[src/rtl/bht_pkg.sv]
package bht_pkg;

  // Two-bit saturating step: up on taken, down on not taken.
  function automatic logic [1:0] sat_step(input logic [1:0] cur, input logic taken);
    logic [1:0] res;
    if (taken) res = (cur == 2'b11) ? cur : cur + 2'b01;
    else       res = (cur == 2'b00) ? cur : cur - 2'b01;
    return res;
  endfunction

endpackage

[src/rtl/bht_index.sv]
module bht_index #(
  parameter int PC_W    = 32,
  parameter int ALIGN_W = 2,
  parameter int IDX_W   = 4
) (
  input  logic [PC_W-1:0]  pc,
  output logic [IDX_W-1:0] idx
);
  localparam int TOP = ALIGN_W + IDX_W;

  assign idx = pc[ALIGN_W +: IDX_W];

  logic unused_bits;
  assign unused_bits = ^{pc[PC_W-1:TOP], pc[ALIGN_W-1:0]};
endmodule

[src/rtl/bht_table.sv]
module bht_table #(
  parameter int IDX_W   = 4,
  parameter int ENTRY_W = 2
) (
  input  logic             clk,
  input  logic             rst_n,
  input  logic [IDX_W-1:0] rd_idx,
  output logic             rd_taken,
  input  logic             wr_en,
  input  logic [IDX_W-1:0] wr_idx,
  input  logic             wr_taken
);
  localparam int ENTRIES = 1 << IDX_W;
  localparam logic [ENTRY_W-1:0] RST_VAL = (ENTRY_W == 1) ? '0 : ENTRY_W'(1);

  logic [ENTRY_W-1:0] mem [ENTRIES];
  logic [ENTRY_W-1:0] rd_val;
  logic [ENTRY_W-1:0] nxt;

  assign rd_val   = mem[rd_idx];
  assign rd_taken = rd_val[ENTRY_W-1];

  always_ff @(posedge clk) begin
    if (!rst_n) begin
      for (int i = 0; i < ENTRIES; i++) mem[i] <= RST_VAL;
    end else if (wr_en) begin
      mem[wr_idx] <= nxt;
    end
  end

  generate
    if (ENTRY_W == 1) begin : g_last
      assign nxt = wr_taken;


      last_outcome_chk: assert property (@(posedge clk) disable iff (!rst_n)
        wr_en |=> (rd_idx != $past(wr_idx)) || (rd_taken == $past(wr_taken)));
    end else begin : g_sat
      assign nxt = bht_pkg::sat_step(mem[wr_idx], wr_taken);


      taken_floor_chk: assert property (@(posedge clk) disable iff (!rst_n)
        (wr_en && wr_taken) |=> (rd_idx != $past(wr_idx)) || (rd_val != 2'b00));


      nottaken_ceil_chk: assert property (@(posedge clk) disable iff (!rst_n)
        (wr_en && !wr_taken) |=> (rd_idx != $past(wr_idx)) || (rd_val != 2'b11));


      strong_hold_chk: assert property (@(posedge clk) disable iff (!rst_n)
        (wr_en && !wr_taken && rd_idx == wr_idx && rd_val == 2'b11)
          |=> (rd_idx != $past(wr_idx)) || rd_taken);
    end
  endgenerate
endmodule

[src/rtl/bht_static.sv]
module bht_static (
  input  logic back,
  input  logic hint,
  input  logic hint_en,
  output logic taken
);
  assign taken = (hint_en && hint) || back;
endmodule

[src/rtl/bht_predictor.sv]
module bht_predictor #(
  parameter int PC_W    = 32,
  parameter int ALIGN_W = 2,
  parameter int IDX_W   = 4,
  parameter int ENTRY_W = 2
) (
  input  logic            clk,
  input  logic            rst_n,
  input  logic            dyn_en,
  input  logic            hint_en,
  input  logic [PC_W-1:0] lk_pc,
  input  logic            lk_back,
  input  logic            lk_hint,
  output logic            pred_taken,
  input  logic            upd_valid,
  input  logic [PC_W-1:0] upd_pc,
  input  logic            upd_taken
);
  logic [IDX_W-1:0] rd_idx, wr_idx;
  logic dyn_taken, stat_taken;

  bht_index #(.PC_W(PC_W), .ALIGN_W(ALIGN_W), .IDX_W(IDX_W)) u_rd_idx (
    .pc(lk_pc), .idx(rd_idx));

  bht_index #(.PC_W(PC_W), .ALIGN_W(ALIGN_W), .IDX_W(IDX_W)) u_wr_idx (
    .pc(upd_pc), .idx(wr_idx));

  bht_table #(.IDX_W(IDX_W), .ENTRY_W(ENTRY_W)) u_table (
    .clk(clk), .rst_n(rst_n),
    .rd_idx(rd_idx), .rd_taken(dyn_taken),
    .wr_en(upd_valid), .wr_idx(wr_idx), .wr_taken(upd_taken));

  bht_static u_static (
    .back(lk_back), .hint(lk_hint), .hint_en(hint_en), .taken(stat_taken));

  assign pred_taken = dyn_en ? dyn_taken : stat_taken;


  hint_force_chk: assert property (@(posedge clk) disable iff (!rst_n)
    (!dyn_en && hint_en && lk_hint) |-> pred_taken);


  sign_rule_chk: assert property (@(posedge clk) disable iff (!rst_n)
    (!dyn_en && !lk_hint) |-> (pred_taken == lk_back));
endmodule

[config.mk]
export PLATFORM = sky130hd
export DESIGN_NAME = bht_predictor
export DESIGN_NICKNAME = d
export VERILOG_FILES = /design/src/rtl/bht_pkg.sv /design/src/rtl/bht_index.sv /design/src/rtl/bht_table.sv /design/src/rtl/bht_static.sv /design/src/rtl/bht_predictor.sv
export SDC_FILE = /design/constraint.sdc
export NUM_CORES = 1
export LEC_CHECK = 0
export BUFFER_PORTS_ARGS = -buffer_cell sky130_fd_sc_hd__buf_4
export CORE_MARGIN = 5
export CORE_UTILIZATION = 39
export DETAILED_ROUTE_END_ITERATION = 12
export PLACE_DENSITY = 0.67
export SLEW_MARGIN = 15
export SYNTH_ARGS = -nofsm -noshare
export SYNTH_HDL_FRONTEND = slang
export SYNTH_SLANG_ARGS = --single-unit
[constraint.sdc]
create_clock -name clk -period 2.55 [get_ports clk]
set_clock_uncertainty 0.2 [all_clocks]
set_input_delay 0.1275 -clock clk [delete_from_list [all_inputs] [get_ports clk]]
set_output_delay 0.1275 -clock clk [all_outputs]
set_load 0.02 [all_outputs]
==> results.md, run 1 <==
- For this design the static power due to leakage is 0.645 nW.
- The maximum cell stage delay along the critical path is 0.50 ns.
- The highest-delay cell along the critical path is mux4_2.
- The number of remaining DRC errors is 0.
- The starting utilization of the core area is 0.400.
- In the final layout, the registers with the most flip-flops are u_table.mem x32.
- The source-to-sink clock delay at the later pin of the worst-skew pair is 0.28 ns.
- The number of nets produced by synthesis is 219.
- The data required time of the worst path is 2.33 ns.
- The synthesized design contains 32 register bits.
- The predominant post-synthesis flop cell is edfxtp_1.
- The count of inserted antenna diode cells is 0.
- The worst path in the final design needs a cycle of 2.31 ns, including I/O delays and setup.
- In this run the deepest clock path goes through 2 buffers.
- The netlist area before placement is 1740 um^2.
- The critical path goes through mux4_2 > a22oi_1 > and3_1 > maj3_2 > nand3_1.
- Detailed placement finished with a half-perimeter wire length of approximately 2.5 mm.
- In this run, the number of DRC markers left after iteration 0 of detailed routing was 104.
- The run finished with clean final reports.
- The distinct cell type count of the synthesized netlist is 20.
- The post-route core utilization is 0.447.
- The signed area change from the synthesized netlist to the final layout is 11.7%.
- After detailed routing, the number of vias per cell comes to 5.62.
- The worst IR drop on VDD is ~0.21 mV.
- The cell area after layout is 1950 um^2.
- Measured along the y axis, the die boundary spans 76.8 um.
- The number of antenna violations at the first check in global routing was 0.
- The global-route wire length before repair is 6.07 mm.
- The detail route stage leaves a number of antenna-violating nets equal to 0.
- The count of buffers added by post-CTS timing repair for setup is 0.
- The cell family contributing the most delay on the critical path is multiplexers.
- The design draws roughly 1.1 mW.
- Of the total power, the share spent switching nets is 0.241.
- Dividing the detail-routed wire length by the instance count gives approximately 17 um.
- The share of the clock period used by the worst path after layout is 0.908.
- The total of hold buffers inserted after clock tree synthesis is 0.
- The setup TNS is 0 ns.
- The net count of the finished layout is 233.
- The cell with the most instances after synthesis is nand2_1.
- The number of vias in the routed layout is approximately 1200.
- The clock transition at the registers of the reported paths is roughly 0.06 ns.
- The kind of path behind the tightest hold check is input port to flop.
- The register with the most flip-flops in the layout has 32 of them.
- Of all nets on the critical path, the largest fanout is 16.
- The cell count of the worst hold path is 2.
- The area of placed instances is 1870 um^2.
- Entering global routing, the biggest net connects 19 pins.
- By area the synthesized netlist is led by edfxtp_1, mux4_2, nand2_1.
- In the synthesized netlist, the cells that appear most often are nand2_1, edfxtp_1, nor2_1, nand3_1, mux4_2.
- The fraction of the yosys area taken by sequential cells is 0.552.
- CTS built an H-tree with a depth of 2.
- The count of final hold-check violations came to 0.
- The kind of launch point of the worst setup path is a flop.
- In the final layout, the share of cells above drive strength 1 is 0.222.
- The top-area cell type share of the netlist area is 0.552.
- The number of clock sinks seen by CTS is 32.
- The arrival time at the worst endpoint is 2.10 ns.
- The final-report setup violation count is 0.
- The count of boundary I/O pins is 73.
- The number of clock buffers added by TritonCTS is 5.
- The standard cell core area is 4350 um^2.
- The critical path crosses 5 cells after its start point.
- The cell taking the most area after synthesis is edfxtp_1.
- Setup repair after global routing left no endpoint under its margin.
- The number of buffers inserted by port buffering is 16.
- The slew at the pin closest to its max-slew limit is 0.786 ns.
- The combinational power share is 0.131.
- Power spread over the standard cell area amounts to about 570 nW/um^2.
- The design internal power is 0.843 mW.
- Of the total power, the clock network draws 0.329.
- The number of search-and-repair iterations in the first detailed-routing pass is 4.
- The clock tree from TritonCTS is built.
- Derived from the worst setup path, the maximum achievable clock frequency is 432 MHz.
- The proportion of synthesized flip-flops having asynchronous set or reset is 0.
- The total number of yosys warnings is 0.
- Together, buffers and inverters on the worst path number 0.
- Post-CTS repair changed the size of 0 cells.
- In this run the tightest slew margin relative to its limit is 0.472.
- The capturing element type of the critical path is a flop.
- The worst setup path is of the flop to flop kind.
- The number of violations of the max-capacitance limit is 0.
- The net switching component of the power is 0.268 mW.
- The total length of routed wires is 3.57 mm.
- The final weighted congestion in routability-driven placement is between 0.7 and 0.8.
- CTS placed an instance of clkbuf_8 at the clock tree root.
- The largest register by flop count is u_table.mem.
- The number of flops mapped to enable cells by yosys is 32.
- Of the total power, registers draw 0.540.
- The count of standard-cell rows is 24.
- The post-synthesis cell count is approximately 150.
- The floorplan step defined a die boundary enclosing 5900 um^2.
- The post-synthesis area per instance is 11.8 um^2.
- The die outline width is 76.8 um.
- For this run, the total global-route usage over all layers was measured as 0.131.
- The via count of the first global-routing pass is 1216.
- Global routing finished with a remaining overflow of 0.
- Counting cells, the worst reg-to-reg path comes to 5.
- The number of max-slew violations in the final report was 0.
layout make-up:
cell class / instances / area (um^2)
fillers: 395 / 2410
flip-flops and latches: 32 / 961
multi-input cells: 104 / 712
repair buffers: 16 / 120
clock buffers: 7 / 76.3
well taps: 52 / 65.1
inverters: 2 / 7.51
clock inverters: 1 / 3.75
cell usage in the layout, fill, tap and decap left out:
cell type,netlist,layout
a21oi_1,1,1
a22oi_1,1,1
and3_1,1,1
and4_1,1,1
buf_4,1,16
clkbuf_1,4,2
clkbuf_8,0,5
clkinv_1,0,1
edfxtp_1,32,32
inv_1,2,2
maj3_2,2,2
mux4_2,13,13
nand2_1,34,34
nand2b_1,4,4
nand3_1,19,19
nand4_1,1,1
nor2_1,20,20
nor2b_1,4,4
nor3_1,2,2
o21ai_0,1,1
layer usage:
metal / up-vias / global-route usage / share of wire
li1: 568 / - / -
met1: 586 / 0.167 / 0.44
met2: 44 / 0.202 / 0.48
met3: 5 / 0.0363 / 0.064
met4: 0 / 0.0682 / 0.017
met5: - / 0 / 0
worst reg2reg max path: cells and delay by family (launching register included):
kind	cells	cell delay, ns
fa+ha+maj	1	0.40
mux	1	0.50
flops	1	0.41
simple gates	2	0.34
compound gates	1	0.17
cells by family after synthesis:
family	count (synthesis)	synth area share
DFF	32	0.552
muxes	13	0.168
AOI/OAI and AO/OA	3	0.0101
adders and majority gates	2	0.0129
and+or+nand+nor	86	0.218
buffers and inverters	11	0.0395
path summary, 6_finish.rpt:
check                           from            endpoint  slack (ns)
setup / recovery   u_table.mem[2][1]   u_table.mem[8][0]        0.24
hold / removal                 rst_n   u_table.mem[5][1]        0.07
setup reg to reg   u_table.mem[2][1]   u_table.mem[8][0]        0.24
hold reg to reg   u_table.mem[10][0]  u_table.mem[15][0]        1.15
power by group through the flow:
stage | clock, mW | sequential [mW] | combinational (mW)
2_1_floorplan | 0 | 0.608 | 0.104
3_3_place_gp | 0 | 0.610 | 0.141
3_5_place_dp | 0 | 0.611 | 0.146
4_1_cts | 0.371 | 0.600 | 0.146
5_1_grt | 0.394 | 0.601 | 0.158
6_report | 0.365 | 0.600 | 0.145
metrics by stage:
stage / cells / setup WS [ns] / hold slack [ns]
2_1_floorplan: 147 / 0.468 / 0.174
3_3_place_gp: 206 / 0.246 / 0.354
3_5_place_dp: 206 / 0.188 / 0.359
4_1_cts: 214 / 0.218 / 0.0613
5_1_grt: 214 / 0.125 / 0.0705
6_report: 214 / 0.235 / 0.0691
Power figures use the tool's default switching activity.
==> inputs of run 2 (changes only) <==
--- a/config.mk
+++ b/config.mk
@@ -6,7 +6,6 @@
 export NUM_CORES = 1
 export LEC_CHECK = 0
 export BUFFER_PORTS_ARGS = -buffer_cell sky130_fd_sc_hd__buf_4
-export CORE_MARGIN = 5
 export CORE_UTILIZATION = 39
 export DETAILED_ROUTE_END_ITERATION = 12
 export PLACE_DENSITY = 0.67
==> run 2 against run 1 <==
  * Hold slack is essentially flat
  * Largest power group unchanged
  * Non-clock buffer count is the same
  * Core utilization grew 2.2 points
==> results.md, run 2 (same netlist as run 1, synthesis figures left out) <==
- The standby leakage power is roughly 0.64 nW.
- The count of buffers added by post-CTS timing repair for setup is 0.
- The global-route wire length before repair is 5.66 mm.
- The post-route core utilization is 0.469.
- The number of buffers inserted by port buffering is 16.
- The signed area change from the synthesized netlist to the final layout is 11.6%.
- For this configuration, the core starts out at a cell density of 0.420.
- STA classifies the critical path startpoint as a flop.
- The cell area after layout is 1940 um^2.
- The highest fanout seen on the critical path is 16.
- Buffers inserted during clock tree synthesis total 5.
- The setup TNS is 0 ns.
- The final route contains 1234 vias.
- Of the total power, the share spent switching nets is 0.241.
- The final-report setup violation count is 0.
- The worst hold path terminates at u_table.mem[8][0].
- The kind of path behind the tightest hold check is input port to flop.
- The count of inserted antenna diode cells is 0.
- Summed over all nets, the half-perimeter wirelength after detailed placement is 2.57 mm.
- The path type of the worst setup path is flop to flop.
- In this run, the number of DRC markers left after iteration 0 of detailed routing was about 80.
- The clock tree synthesis step divided the H-tree into 2 levels.
- The flip-flop count of the largest register after layout is 32.
- In the layout the commonest cells are nand2_1, edfxtp_1, nor2_1, nand3_1, buf_4.
- After detailed routing, the total wire length is ~3.6 mm.
- The data required time of the worst path is 2.35 ns.
- In this run the critical register-to-register path is launched from u_table.mem[2][1].
- The die outline width is 68.8 um.
- The terminus of the critical flop-to-flop path is u_table.mem[6][0].
- The layout cell share with drive strength beyond 1 is 0.222.
- The number of vias per cell is approximately 5.8.
- More flip-flops sit in one register than any other, and that register is u_table.mem.
- The worst hold path passes through 2 cells.
- For the pin with the worst max-slew slack, the measured transition is roughly 0.74 ns.
- The register area is 961 um^2.
- Across the VDD grid, the largest voltage drop is 0.317 mV.
- The average wire per standard cell is 16.8 um.
- In the final layout, the registers with the most flip-flops are u_table.mem x32.
- The combinational power share is 0.131.
- For this design the total switching power over the nets is 0.267 mW.
- The via count of the first global-routing pass is 1186.
- In this run the register-to-register setup slack is 0.27 ns.
- The register share of total power is 0.540.
- The die outline height is 68.8 um.
- The later pin in the worst-skew pair is clocked with a latency of 0.28 ns.
- The post-layout total power is approximately 1.1 mW.
- At the worst endpoint, the arrival time is around 2.1 ns.
- After filler insertion, the fill cell instance count of the layout stands at ~380.
- The number of gates resized after CTS is 0.
- Entering global routing, the biggest net connects 19 pins.
- 73 I/O pins were placed.
- Counting cells, the worst reg-to-reg path comes to 5.
- Static timing analysis puts the maximum clock frequency at between 400 and 500 MHz.
- Global routing finished with a remaining overflow of 0.
- For this run, the total global-route usage over all layers was measured as 0.178.
- TritonCTS built the clock tree.
- The final weighted congestion in routability-driven placement is about 0.83.
- The clock power share is 0.329.
- The longest clock path from root to sink contains 2 buffers.
- The number of max-slew violations in the final report was 0.
- The count of standard-cell rows is 23.
- Hold timing on the final database bottoms out at a slack of 0.0691 ns.
- In this run the remaining antenna-violating nets after routing total 0.
- For the finished layout, the period the worst path requires is 2.28 ns.
- The total of hold buffers inserted after clock tree synthesis is 0.
- The cell sitting at the root of the clock tree is a clkbuf_8.
- The run finished with clean final reports.
- The standard cell core area is 4140 um^2.
- The most critical setup path has its startpoint at u_table.mem[2][1].
- The area taken by multi-input logic gates is 712 um^2.
- The design internal power is around 0.84 mW.
- The count of final hold-check violations was 0.
- The capturing element type of the critical path is a flop.
- The relative slew slack is 0.504.
- For this run, the detailed router's first-pass iteration total came to 4.
- Max-cap violations in this run came to 0.
- The power per unit of standard cell area is 571 nW/um^2.
- The library cell used most frequently in the layout, excluding fill and tap cells, is nand2_1.
- Clock-pin slew was measured on the worst setup and hold paths at 0.06 ns.
- The area of placed instances is about 1900 um^2.
- In the finished design, the share of the clock period the worst path needs comes to 0.896.
- Setup repair after global routing left no endpoint under its margin.
- The number of antenna violations at the first check in global routing is 0.
- The number of remaining DRC errors is 0.
- The die covers 4740 um^2.
- In this run the most critical hold path is launched from rst_n.
- The number of clock sinks seen by CTS is 32.
- The net count of the finished layout is 233.
==> run 2: cell counts in the layout (fill, tap and decap cells not counted) <==
No cell type changed its count.
==> run 2: how the worst max path moves through the flow <==
stage                         to  depth (start not counted)  slack [ns]
3_5_place_dp   u_table.mem[6][0]                          6        0.22
6_report       u_table.mem[6][0]                          5        0.27
5_1_grt        u_table.mem[8][0]                          5        0.15
2_1_floorplan  u_table.mem[0][0]                          6        0.47
3_3_place_gp   u_table.mem[0][0]                          6        0.23
4_1_cts        u_table.mem[6][0]                          5        0.24
==> run 2: critical path: stages (launching register included) <==
cell and delay (ns):
edfxtp_1 0.40, mux4_2 0.49, a22oi_1 0.18, and3_1 0.21, maj3_2 0.40, nand3_1 0.12
==> run 2: routing by layer <==
| layer | GRT usage | up-vias | routed length (um) |
|---|---|---|---|
| met2 | 0.299 | 44 | 1800 |
| met4 | 0.0765 | 0 | 101 |
| met1 | 0.219 | 612 | 1460 |
| li1 | - | 562 | - |
| met5 | 0 | - | 0 |
| met3 | 0.0395 | 16 | 209 |
==> run 2: final cells by class <==
cell class,instances,area share
multi-input cells,104,0.366
repair buffers,16,0.0618
clock buffers,7,0.0393
clock inverters,1,0.00193
inverters,2,0.00386
flip-flops and latches,32,0.495
well taps,50,0.0322
==> run 2: power by group through the flow <==
stage	sequential, mW	clock [mW]	combinational (mW)
6_report	0.600	0.365	0.145
5_1_grt	0.601	0.388	0.159
4_1_cts	0.600	0.370	0.146
3_5_place_dp	0.611	0	0.146
3_3_place_gp	0.610	0	0.142
2_1_floorplan	0.608	0	0.104
==> run 2: metrics by stage <==
| stage | setup WS (ns) | instances |
|---|---|---|
| finish | 0.266 | 212 |
| global route | 0.152 | 212 |
| CTS | 0.245 | 212 |
| detailed placement | 0.218 | 204 |
| global placement | 0.233 | 204 |
| floorplan | 0.468 | 147 |
